## src/rtl/hcrd_pkg.sv

```systemverilog
package hcrd_pkg;
  localparam int DATA_W      = 32;
  localparam int FI_W        = 14;
  localparam int FMPS_W      = 15;
  localparam int PORT_WORD0  = 21;
  localparam int EXT_LAST    = 27;
  localparam int PWR_BIT     = 8;
  localparam logic [DATA_W-1:0] REV_VALUE = 32'h0000_0010;
  localparam logic [DATA_W-1:0] NO_REG    = 32'hFFFF_FFFF;

  typedef enum logic [4:0] {
    SEL_REV, SEL_CTL, SEL_CMD, SEL_ISTAT, SEL_IMASK, SEL_HCCA, SEL_PCUR,
    SEL_CHEAD, SEL_CCUR, SEL_BHEAD, SEL_BCUR, SEL_DONE, SEL_FINT, SEL_FREM,
    SEL_FNUM, SEL_PSTART, SEL_LSTH, SEL_HDA, SEL_HDB, SEL_HSTAT, SEL_PORT,
    SEL_XSTAT, SEL_XRST, SEL_XMASK, SEL_XTEST, SEL_NONE
  } sel_e;
endpackage

```

## src/rtl/hcrd_decode.sv

```systemverilog
module hcrd_decode
  import hcrd_pkg::*;
#(
  parameter int ADDR_W    = 12,
  parameter int NUM_PORTS = 3,
  parameter int IDX_W     = 2
) (
  input  logic [ADDR_W-1:0] addr,
  output sel_e              sel,
  output logic [IDX_W-1:0]  port_idx
);
  localparam int PORT_END = PORT_WORD0 + NUM_PORTS;

  int unsigned word;

  always_comb begin
    word     = int'(addr[ADDR_W-1:2]);
    sel      = SEL_NONE;
    port_idx = '0;
    if (addr[1:0] != 2'b00) begin
      sel = SEL_NONE;
    end else if (word >= PORT_WORD0 && word < PORT_END) begin
      sel      = SEL_PORT;
      port_idx = IDX_W'(word - PORT_WORD0);
    end else begin
      case (word)
        0:       sel = SEL_REV;
        1:       sel = SEL_CTL;
        2:       sel = SEL_CMD;
        3:       sel = SEL_ISTAT;
        4, 5:    sel = SEL_IMASK;
        6:       sel = SEL_HCCA;
        7:       sel = SEL_PCUR;
        8:       sel = SEL_CHEAD;
        9:       sel = SEL_CCUR;
        10:      sel = SEL_BHEAD;
        11:      sel = SEL_BCUR;
        12:      sel = SEL_DONE;
        13:      sel = SEL_FINT;
        14:      sel = SEL_FREM;
        15:      sel = SEL_FNUM;
        16:      sel = SEL_PSTART;
        17:      sel = SEL_LSTH;
        18:      sel = SEL_HDA;
        19:      sel = SEL_HDB;
        20:      sel = SEL_HSTAT;
        24:      sel = SEL_XSTAT;
        25:      sel = SEL_XRST;
        26:      sel = SEL_XMASK;
        27:      sel = SEL_XTEST;
        default: sel = SEL_NONE;
      endcase
    end
  end
endmodule

```

## src/rtl/hcrd_mux.sv

```systemverilog
module hcrd_mux
  import hcrd_pkg::*;
#(
  parameter int NUM_PORTS = 3,
  parameter int IDX_W     = 2
) (
  input  sel_e                        sel,
  input  logic [IDX_W-1:0]            port_idx,
  input  logic [DATA_W-1:0]           ctl,
  input  logic [DATA_W-1:0]           cmd_status,
  input  logic [DATA_W-1:0]           int_status,
  input  logic [DATA_W-1:0]           int_mask,
  input  logic [DATA_W-1:0]           hcca_base,
  input  logic [DATA_W-1:0]           per_cur_ed,
  input  logic [DATA_W-1:0]           ctrl_head_ed,
  input  logic [DATA_W-1:0]           ctrl_cur_ed,
  input  logic [DATA_W-1:0]           bulk_head_ed,
  input  logic [DATA_W-1:0]           bulk_cur_ed,
  input  logic [DATA_W-1:0]           done_head,
  input  logic                        fi_toggle,
  input  logic [FMPS_W-1:0]           fi_max_pkt,
  input  logic [FI_W-1:0]             fi_interval,
  input  logic [DATA_W-1:0]           frame_remaining,
  input  logic [DATA_W-1:0]           frame_number,
  input  logic [DATA_W-1:0]           periodic_start,
  input  logic [DATA_W-1:0]           ls_threshold,
  input  logic [DATA_W-1:0]           hub_desc_a,
  input  logic [DATA_W-1:0]           hub_desc_b,
  input  logic [DATA_W-1:0]           hub_status,
  input  logic [NUM_PORTS*DATA_W-1:0] port_status,
  input  logic [DATA_W-1:0]           ext_status,
  input  logic [DATA_W-1:0]           ext_reset,
  input  logic [DATA_W-1:0]           ext_mask,
  input  logic [DATA_W-1:0]           ext_test,
  output logic [DATA_W-1:0]           raw
);
  localparam int GAP_W = DATA_W - 1 - FMPS_W - FI_W;

  logic [DATA_W-1:0] port_arr [NUM_PORTS];
  logic [DATA_W-1:0] port_word;

  for (genvar g = 0; g < NUM_PORTS; g++) begin : g_port
    assign port_arr[g] = port_status[g*DATA_W +: DATA_W];
  end

  always_comb begin
    port_word = NO_REG;
    if (int'(port_idx) < NUM_PORTS) begin
      port_word = port_arr[port_idx];
      port_word[PWR_BIT] = 1'b1;
    end
  end

  always_comb begin
    case (sel)
      SEL_REV:    raw = REV_VALUE;
      SEL_CTL:    raw = ctl;
      SEL_CMD:    raw = cmd_status;
      SEL_ISTAT:  raw = int_status;
      SEL_IMASK:  raw = int_mask;
      SEL_HCCA:   raw = hcca_base;
      SEL_PCUR:   raw = per_cur_ed;
      SEL_CHEAD:  raw = ctrl_head_ed;
      SEL_CCUR:   raw = ctrl_cur_ed;
      SEL_BHEAD:  raw = bulk_head_ed;
      SEL_BCUR:   raw = bulk_cur_ed;
      SEL_DONE:   raw = done_head;
      SEL_FINT:   raw = {fi_toggle, fi_max_pkt, {GAP_W{1'b0}}, fi_interval};
      SEL_FREM:   raw = frame_remaining;
      SEL_FNUM:   raw = frame_number;
      SEL_PSTART: raw = periodic_start;
      SEL_LSTH:   raw = ls_threshold;
      SEL_HDA:    raw = hub_desc_a;
      SEL_HDB:    raw = hub_desc_b;
      SEL_HSTAT:  raw = hub_status;
      SEL_PORT:   raw = port_word;
      SEL_XSTAT:  raw = ext_status & ext_mask;
      SEL_XRST:   raw = ext_reset;
      SEL_XMASK:  raw = ext_mask;
      SEL_XTEST:  raw = ext_test;
      default:    raw = NO_REG;
    endcase
  end
endmodule

```

## src/rtl/hcrd_swap.sv

```systemverilog
module hcrd_swap
  import hcrd_pkg::*;
#(
  parameter bit BIG_ENDIAN = 1'b0
) (
  input  logic [DATA_W-1:0] din,
  output logic [DATA_W-1:0] dout
);
  localparam int NBYTES = DATA_W / 8;

  if (BIG_ENDIAN) begin : g_swap
    for (genvar b = 0; b < NBYTES; b++) begin : g_byte
      assign dout[b*8 +: 8] = din[(NBYTES-1-b)*8 +: 8];
    end
  end else begin : g_pass
    assign dout = din;
  end
endmodule

```

## src/rtl/hcrd_read_decoder.sv

```systemverilog
module hcrd_read_decoder
  import hcrd_pkg::*;
#(
  parameter int ADDR_W     = 12,
  parameter int NUM_PORTS  = 3,
  parameter bit BIG_ENDIAN = 1'b0
) (
  input  logic                        clk,
  input  logic                        rst_n,
  input  logic                        req_valid,
  output logic                        req_ready,
  input  logic [ADDR_W-1:0]           req_addr,
  output logic                        rsp_valid,
  input  logic                        rsp_ready,
  output logic [DATA_W-1:0]           rsp_data,
  input  logic [DATA_W-1:0]           ctl,
  input  logic [DATA_W-1:0]           cmd_status,
  input  logic [DATA_W-1:0]           int_status,
  input  logic [DATA_W-1:0]           int_mask,
  input  logic [DATA_W-1:0]           hcca_base,
  input  logic [DATA_W-1:0]           per_cur_ed,
  input  logic [DATA_W-1:0]           ctrl_head_ed,
  input  logic [DATA_W-1:0]           ctrl_cur_ed,
  input  logic [DATA_W-1:0]           bulk_head_ed,
  input  logic [DATA_W-1:0]           bulk_cur_ed,
  input  logic [DATA_W-1:0]           done_head,
  input  logic                        fi_toggle,
  input  logic [FMPS_W-1:0]           fi_max_pkt,
  input  logic [FI_W-1:0]             fi_interval,
  input  logic [DATA_W-1:0]           frame_remaining,
  input  logic [DATA_W-1:0]           frame_number,
  input  logic [DATA_W-1:0]           periodic_start,
  input  logic [DATA_W-1:0]           ls_threshold,
  input  logic [DATA_W-1:0]           hub_desc_a,
  input  logic [DATA_W-1:0]           hub_desc_b,
  input  logic [DATA_W-1:0]           hub_status,
  input  logic [NUM_PORTS*DATA_W-1:0] port_status,
  input  logic [DATA_W-1:0]           ext_status,
  input  logic [DATA_W-1:0]           ext_reset,
  input  logic [DATA_W-1:0]           ext_mask,
  input  logic [DATA_W-1:0]           ext_test
);
  localparam int IDX_W     = (NUM_PORTS > 1) ? $clog2(NUM_PORTS) : 1;
  localparam int PORT_END  = PORT_WORD0 + NUM_PORTS;
  localparam int FIRST_GAP = (PORT_END > EXT_LAST + 1) ? PORT_END : EXT_LAST + 1;
  localparam int PWR_POS   = BIG_ENDIAN ? (8 * (3 - PWR_BIT / 8) + PWR_BIT % 8) : PWR_BIT;

  sel_e              sel;
  logic [IDX_W-1:0]  port_idx;
  logic [DATA_W-1:0] raw;
  logic [DATA_W-1:0] ordered;
  logic              accept;

  hcrd_decode #(.ADDR_W(ADDR_W), .NUM_PORTS(NUM_PORTS), .IDX_W(IDX_W)) u_decode (
    .addr(req_addr), .sel(sel), .port_idx(port_idx)
  );

  hcrd_mux #(.NUM_PORTS(NUM_PORTS), .IDX_W(IDX_W)) u_mux (
    .sel(sel), .port_idx(port_idx),
    .ctl(ctl), .cmd_status(cmd_status), .int_status(int_status), .int_mask(int_mask),
    .hcca_base(hcca_base), .per_cur_ed(per_cur_ed), .ctrl_head_ed(ctrl_head_ed),
    .ctrl_cur_ed(ctrl_cur_ed), .bulk_head_ed(bulk_head_ed), .bulk_cur_ed(bulk_cur_ed),
    .done_head(done_head), .fi_toggle(fi_toggle), .fi_max_pkt(fi_max_pkt),
    .fi_interval(fi_interval), .frame_remaining(frame_remaining),
    .frame_number(frame_number), .periodic_start(periodic_start),
    .ls_threshold(ls_threshold), .hub_desc_a(hub_desc_a), .hub_desc_b(hub_desc_b),
    .hub_status(hub_status), .port_status(port_status), .ext_status(ext_status),
    .ext_reset(ext_reset), .ext_mask(ext_mask), .ext_test(ext_test), .raw(raw)
  );

  hcrd_swap #(.BIG_ENDIAN(BIG_ENDIAN)) u_swap (.din(raw), .dout(ordered));

  assign req_ready = !rsp_valid || rsp_ready;
  assign accept    = req_valid && req_ready;

  always_ff @(posedge clk) begin
    if (!rst_n) begin
      rsp_valid <= 1'b0;
      rsp_data  <= '0;
    end else if (accept) begin
      rsp_valid <= 1'b1;
      rsp_data  <= ordered;
    end else if (rsp_ready) begin
      rsp_valid <= 1'b0;
    end
  end

  int unsigned chk_word;
  assign chk_word = int'(req_addr[ADDR_W-1:2]);

  // response follows acceptance by one cycle
  p_rsp_follows_r11: assert property (@(posedge clk) disable iff (!rst_n)
    accept |=> rsp_valid);

  // a stalled response keeps its data
  p_rsp_hold_r11: assert property (@(posedge clk) disable iff (!rst_n)
    (rsp_valid && !rsp_ready) |=> (rsp_valid && $stable(rsp_data)));

  // misaligned reads return all ones
  p_misalign_r1: assert property (@(posedge clk) disable iff (!rst_n)
    (accept && req_addr[1:0] != 2'b00) |=> (rsp_data == NO_REG));

  // offsets past every mapped word return all ones
  p_unmapped_r9: assert property (@(posedge clk) disable iff (!rst_n)
    (accept && req_addr[1:0] == 2'b00 && chk_word >= FIRST_GAP) |=> (rsp_data == NO_REG));

  // port reads always show the power bit
  p_port_power_r6: assert property (@(posedge clk) disable iff (!rst_n)
    (accept && req_addr[1:0] == 2'b00 && chk_word >= PORT_WORD0 && chk_word < PORT_END)
    |=> rsp_data[PWR_POS]);
endmodule

```

## config.mk

```make
export PLATFORM = sky130hd
export DESIGN_NAME = hcrd_read_decoder
export DESIGN_NICKNAME = d
export VERILOG_FILES = /design/src/rtl/hcrd_pkg.sv /design/src/rtl/hcrd_decode.sv /design/src/rtl/hcrd_mux.sv /design/src/rtl/hcrd_swap.sv /design/src/rtl/hcrd_read_decoder.sv
export SDC_FILE = /design/constraint.sdc
export NUM_CORES = 1
export LEC_CHECK = 0
export BUFFER_PORTS_ARGS = -buffer_cell sky130_fd_sc_hd__buf_2
export CORE_AREA = 5 5 341 343
export DETAILED_ROUTE_END_ITERATION = 12
export DIE_AREA = 0 0 346 348
export GPL_TIMING_DRIVEN = 0
export HOLD_SLACK_MARGIN = 0.06
export PLACE_DENSITY = 0.35
export SYNTH_ARGS = -nofsm -noshare
export SYNTH_HDL_FRONTEND = slang
export SYNTH_SLANG_ARGS = --single-unit
```

## constraint.sdc

```tcl
create_clock -name clk -period 2.85 [get_ports clk]
set_input_delay 0.4275 -clock clk [delete_from_list [all_inputs] [get_ports clk]]
set_output_delay 0.4275 -clock clk [all_outputs]
set_load 0.02 [all_outputs]
```

==> results.json <==
{
  "final_core_util_pct": 18.6,
  "place_ws_ns": -3.27,
  "antenna_found_initial": 212,
  "track_usage_pct": 27.7,
  "grt_setup_unrepaired": "yes",
  "cp.arrival_ns": 3.63,
  "wirelength_um": 178000,
  "ys_seq_area_share_pct": 7.65,
  "synth_cell_types": 93,
  "worstHoldPathType": "input port to flip-flop",
  "cts_made_buffers": 5,
  "maxSlewHeadroom_pct": 29.9,
  "drv_slew": 0,
  "endpoint_kind": "flip-flop",
  "rows": 124,
  "wirelength_met1_um": 70600,
  "drc": 0,
  "overflow": 0,
  "cts-root-buf": "clkbuf_16",
  "dieArea_mm2": 0.120,
  "die_x_um": 346,
  "holdBufCountCts": 0,
  "drtIter0Drc": 1594,
  "fp.dieH_um": 348,
  "peakVddDrop_mv": 0.238,
  "setup_violations": 32,
  "syn_to_final_growth_pct": 143,
  "synth_flop_cell": "dfxtp_1",
  "maxCapViolations": 0,
  "top_layer": "met5",
  "grt_max_degree": 13,
  "fin_skew_ns": 0.00738,
  "period_needed_ns": 3.48,
  "syn_nets": 2053,
  "vias": 17967,
  "hold_viol": 0,
  "gp_congestion": 0.907,
  "io_pins": 880,
  "antenna_left": 0,
  "synthCells": 1202,
  "cts_buffer_depth": 2,
  "clk_latency_ns": 0.28,
  "crit_path_max_fanout": 5,
  "dp_hpwl_um": 151000,
  "fin_crit_sh_pct": 122,
  "status": "finished with violations",
  "core_area_mm2": 0.113,
  "p_leak_uw": 0.00896,
  "synth_edf_count": 0,
  "post_drt_wl_per_cell_um": 44.9,
  "critPathRequiredTime_ns": 3.00,
  "hold_ws_ns": 0.412,
  "ys_ff_latch": 33,
  "clock.fmax_mhz": 288,
  "violations": "setup timing",
  "dr_wl_met3_um": 16100,
  "clkTransAtPathRegs_ns": 0.06,
  "start_util_pct": 7.63,
  "cts_tree": "yes",
  "met2_length_um": 82700,
  "io_buffers": 875,
  "synth-async-reset-ratio_pct": 0,
  "setup_ws_ns": -0.626,
  "h-tree-depth": 2,
  "drive_gt1_share_pct": 67.4,
  "netlist_area_mm2": 0.00864,
  "grt_pass1_vias": 17328,
  "dr.pass1.iters": 5,
  "crit_path_start_kind": "input port",
  "total_power_uw": 3980,
  "nets": 3210,
  "grt_first_pass_wirelength_um": 214000,
  "clock_sinks": 33,
  "worstMarginPinSlew_ns": 1.05,
  "critical_path_class": "input port to flip-flop",
  "power_density_mw_per_mm2": 189,
  "synth.avg_cell_area_um2": 7.19,
  "synth_warnings": 0,
  "viasPerCell": 4.55
}
[cell usage in the layout (no fill, tap or decap), drive strengths merged, types with 5 or more instances in the layout]
cell | netlist | final
a2111oi | 16 | 16
a211oi | 9 | 9
a21o | 8 | 8
a21oi | 70 | 70
a221o | 22 | 22
a221oi | 31 | 31
a222oi | 21 | 21
a22o | 42 | 42
a22oi | 74 | 74
a31oi | 33 | 33
a32o | 17 | 17
a32oi | 25 | 25
and2 | 6 | 6
and3 | 26 | 26
buf | 84 | 1234
clkbuf | 30 | 35
dfxtp | 33 | 33
diode | 0 | 81
ha | 5 | 5
inv | 23 | 23
mux2 | 28 | 28
mux2i | 36 | 36
nand2 | 139 | 139
nand2b | 9 | 9
nand3 | 71 | 71
nand4 | 14 | 14
nor2 | 50 | 50
nor3 | 44 | 44
nor3b | 8 | 8
nor4 | 33 | 33
o2111a | 5 | 5
o211ai | 19 | 19
o21ai | 73 | 73
o221ai | 6 | 6
o22ai | 20 | 20
o2bb2ai | 8 | 8
[final timing paths]
path	from	endpoint	slack, ns	cells past startpoint
min	req_valid	rsp_valid	0.41	3
min reg2reg	rsp_data[30]	rsp_data[30]	0.55	2
max	req_addr[2]	rsp_data[16]	-0.63	18
max reg2reg	rsp_valid	rsp_data[19]	1.09	6
[sequential cells by signal (all words and copies together), names as in the netlist]
name	flops
rsp_data	32
rsp_valid	1
[layout make-up]
type | instances | area [um2]
fillers | 12996 | 92200
well taps | 1512 | 1890
diodes | 81 | 203
flip-flops and latches | 33 | 661
multi-input cells | 1032 | 9420
clock inverters | 3 | 46.3
inverters | 23 | 101
repair buffers | 1154 | 7220
plain buffers | 110 | 1370
clock buffers | 5 | 125
[what timing repair did]
item                       CTS  global route
buffers inserted           194            64
resized for setup          540           149
cloned                       3             1
pin swaps                  127           116
setup endpoints to repair   32            32
[critical path: stages]
cell,delay (ns)
buf_16,0.11
inv_12,0.04
ha_4,0.18
buf_4,0.14
buf_6,0.10
or4bb_1,0.17
o211ai_1,0.17
buf_4,0.19
buf_4,0.12
nand4_1,0.09
buf_6,0.12
nor4_4,0.05
buf_6,0.13
buf_12,0.14
a222oi_1,0.75
nand3_1,0.26
nor4_4,0.26
a31oi_1,0.13
[where the power goes]
part,total [uW],switching (uW),internal [uW]
clock,653,238,414
sequential,516,17.5,499
combinational,2810,1580,1230
total,3980,1840,2140
[cells by family after synthesis]
family | after synthesis | synth area share (%)
buf+inv | 137 | 8.62
flops | 33 | 7.65
fa+ha+maj | 6 | 0.854
simple gates | 425 | 27.9
xor+xnor | 1 | 0.101
mux | 64 | 7.82
compound gates | 536 | 47.0
[cells in the mapped netlist (5+ instances only)]
cell | n | area (um2)
buf_4 | 13 | 97.6
nor3_2 | 8 | 80.1
o2bb2ai_1 | 8 | 70.1
nand3_1 | 69 | 345
nor2_2 | 6 | 37.5
nor2_1 | 42 | 158
a222oi_1 | 21 | 210
and2_1 | 6 | 37.5
and3_1 | 26 | 163
nand4_1 | 13 | 81.3
nand2_1 | 137 | 514
a21o_1 | 8 | 60.1
ha_1 | 5 | 62.6
nor3_1 | 34 | 170
dfxtp_1 | 33 | 661
nor3b_1 | 7 | 52.6
a221o_1 | 22 | 220
a32o_1 | 17 | 170
a31oi_1 | 33 | 206
a22oi_1 | 74 | 556
nor4_4 | 8 | 170
a221oi_1 | 30 | 263
nor4_1 | 16 | 100
clkbuf_1 | 30 | 113
o221ai_1 | 6 | 52.6
o22ai_1 | 20 | 125
a32oi_1 | 25 | 219
mux2i_1 | 36 | 360
a211oi_1 | 9 | 67.6
nand2b_1 | 9 | 56.3
nor4_2 | 9 | 113
buf_6 | 14 | 158
mux2_2 | 27 | 304
a2111oi_0 | 15 | 131
a22o_1 | 42 | 368
o21ai_0 | 71 | 355
a21oi_1 | 67 | 335
o211ai_1 | 17 | 128
buf_2 | 52 | 260
o2111a_1 | 5 | 56.3
inv_1 | 23 | 86.3
[through the flow]
step | instance area, um2 | setup TNS (ns) | instances
detailed placement | 15300 | -81.14 | 3617
finish | 21000 | -12.74 | 3953
global placement | 14900 | -109.32 | 3589
CTS | 19700 | -12.88 | 3817
global route | 20900 | -13.63 | 3894
floorplan | 8670 | -0.0149 | 1202
[layer usage]
layer	up-vias	GRT usage [%]
met4	94	7.58
met3	352	8.72
met2	1216	47.5
met5	-	0
met1	8891	33.6
li1	7414	-
(Power assumes the default switching activity.)
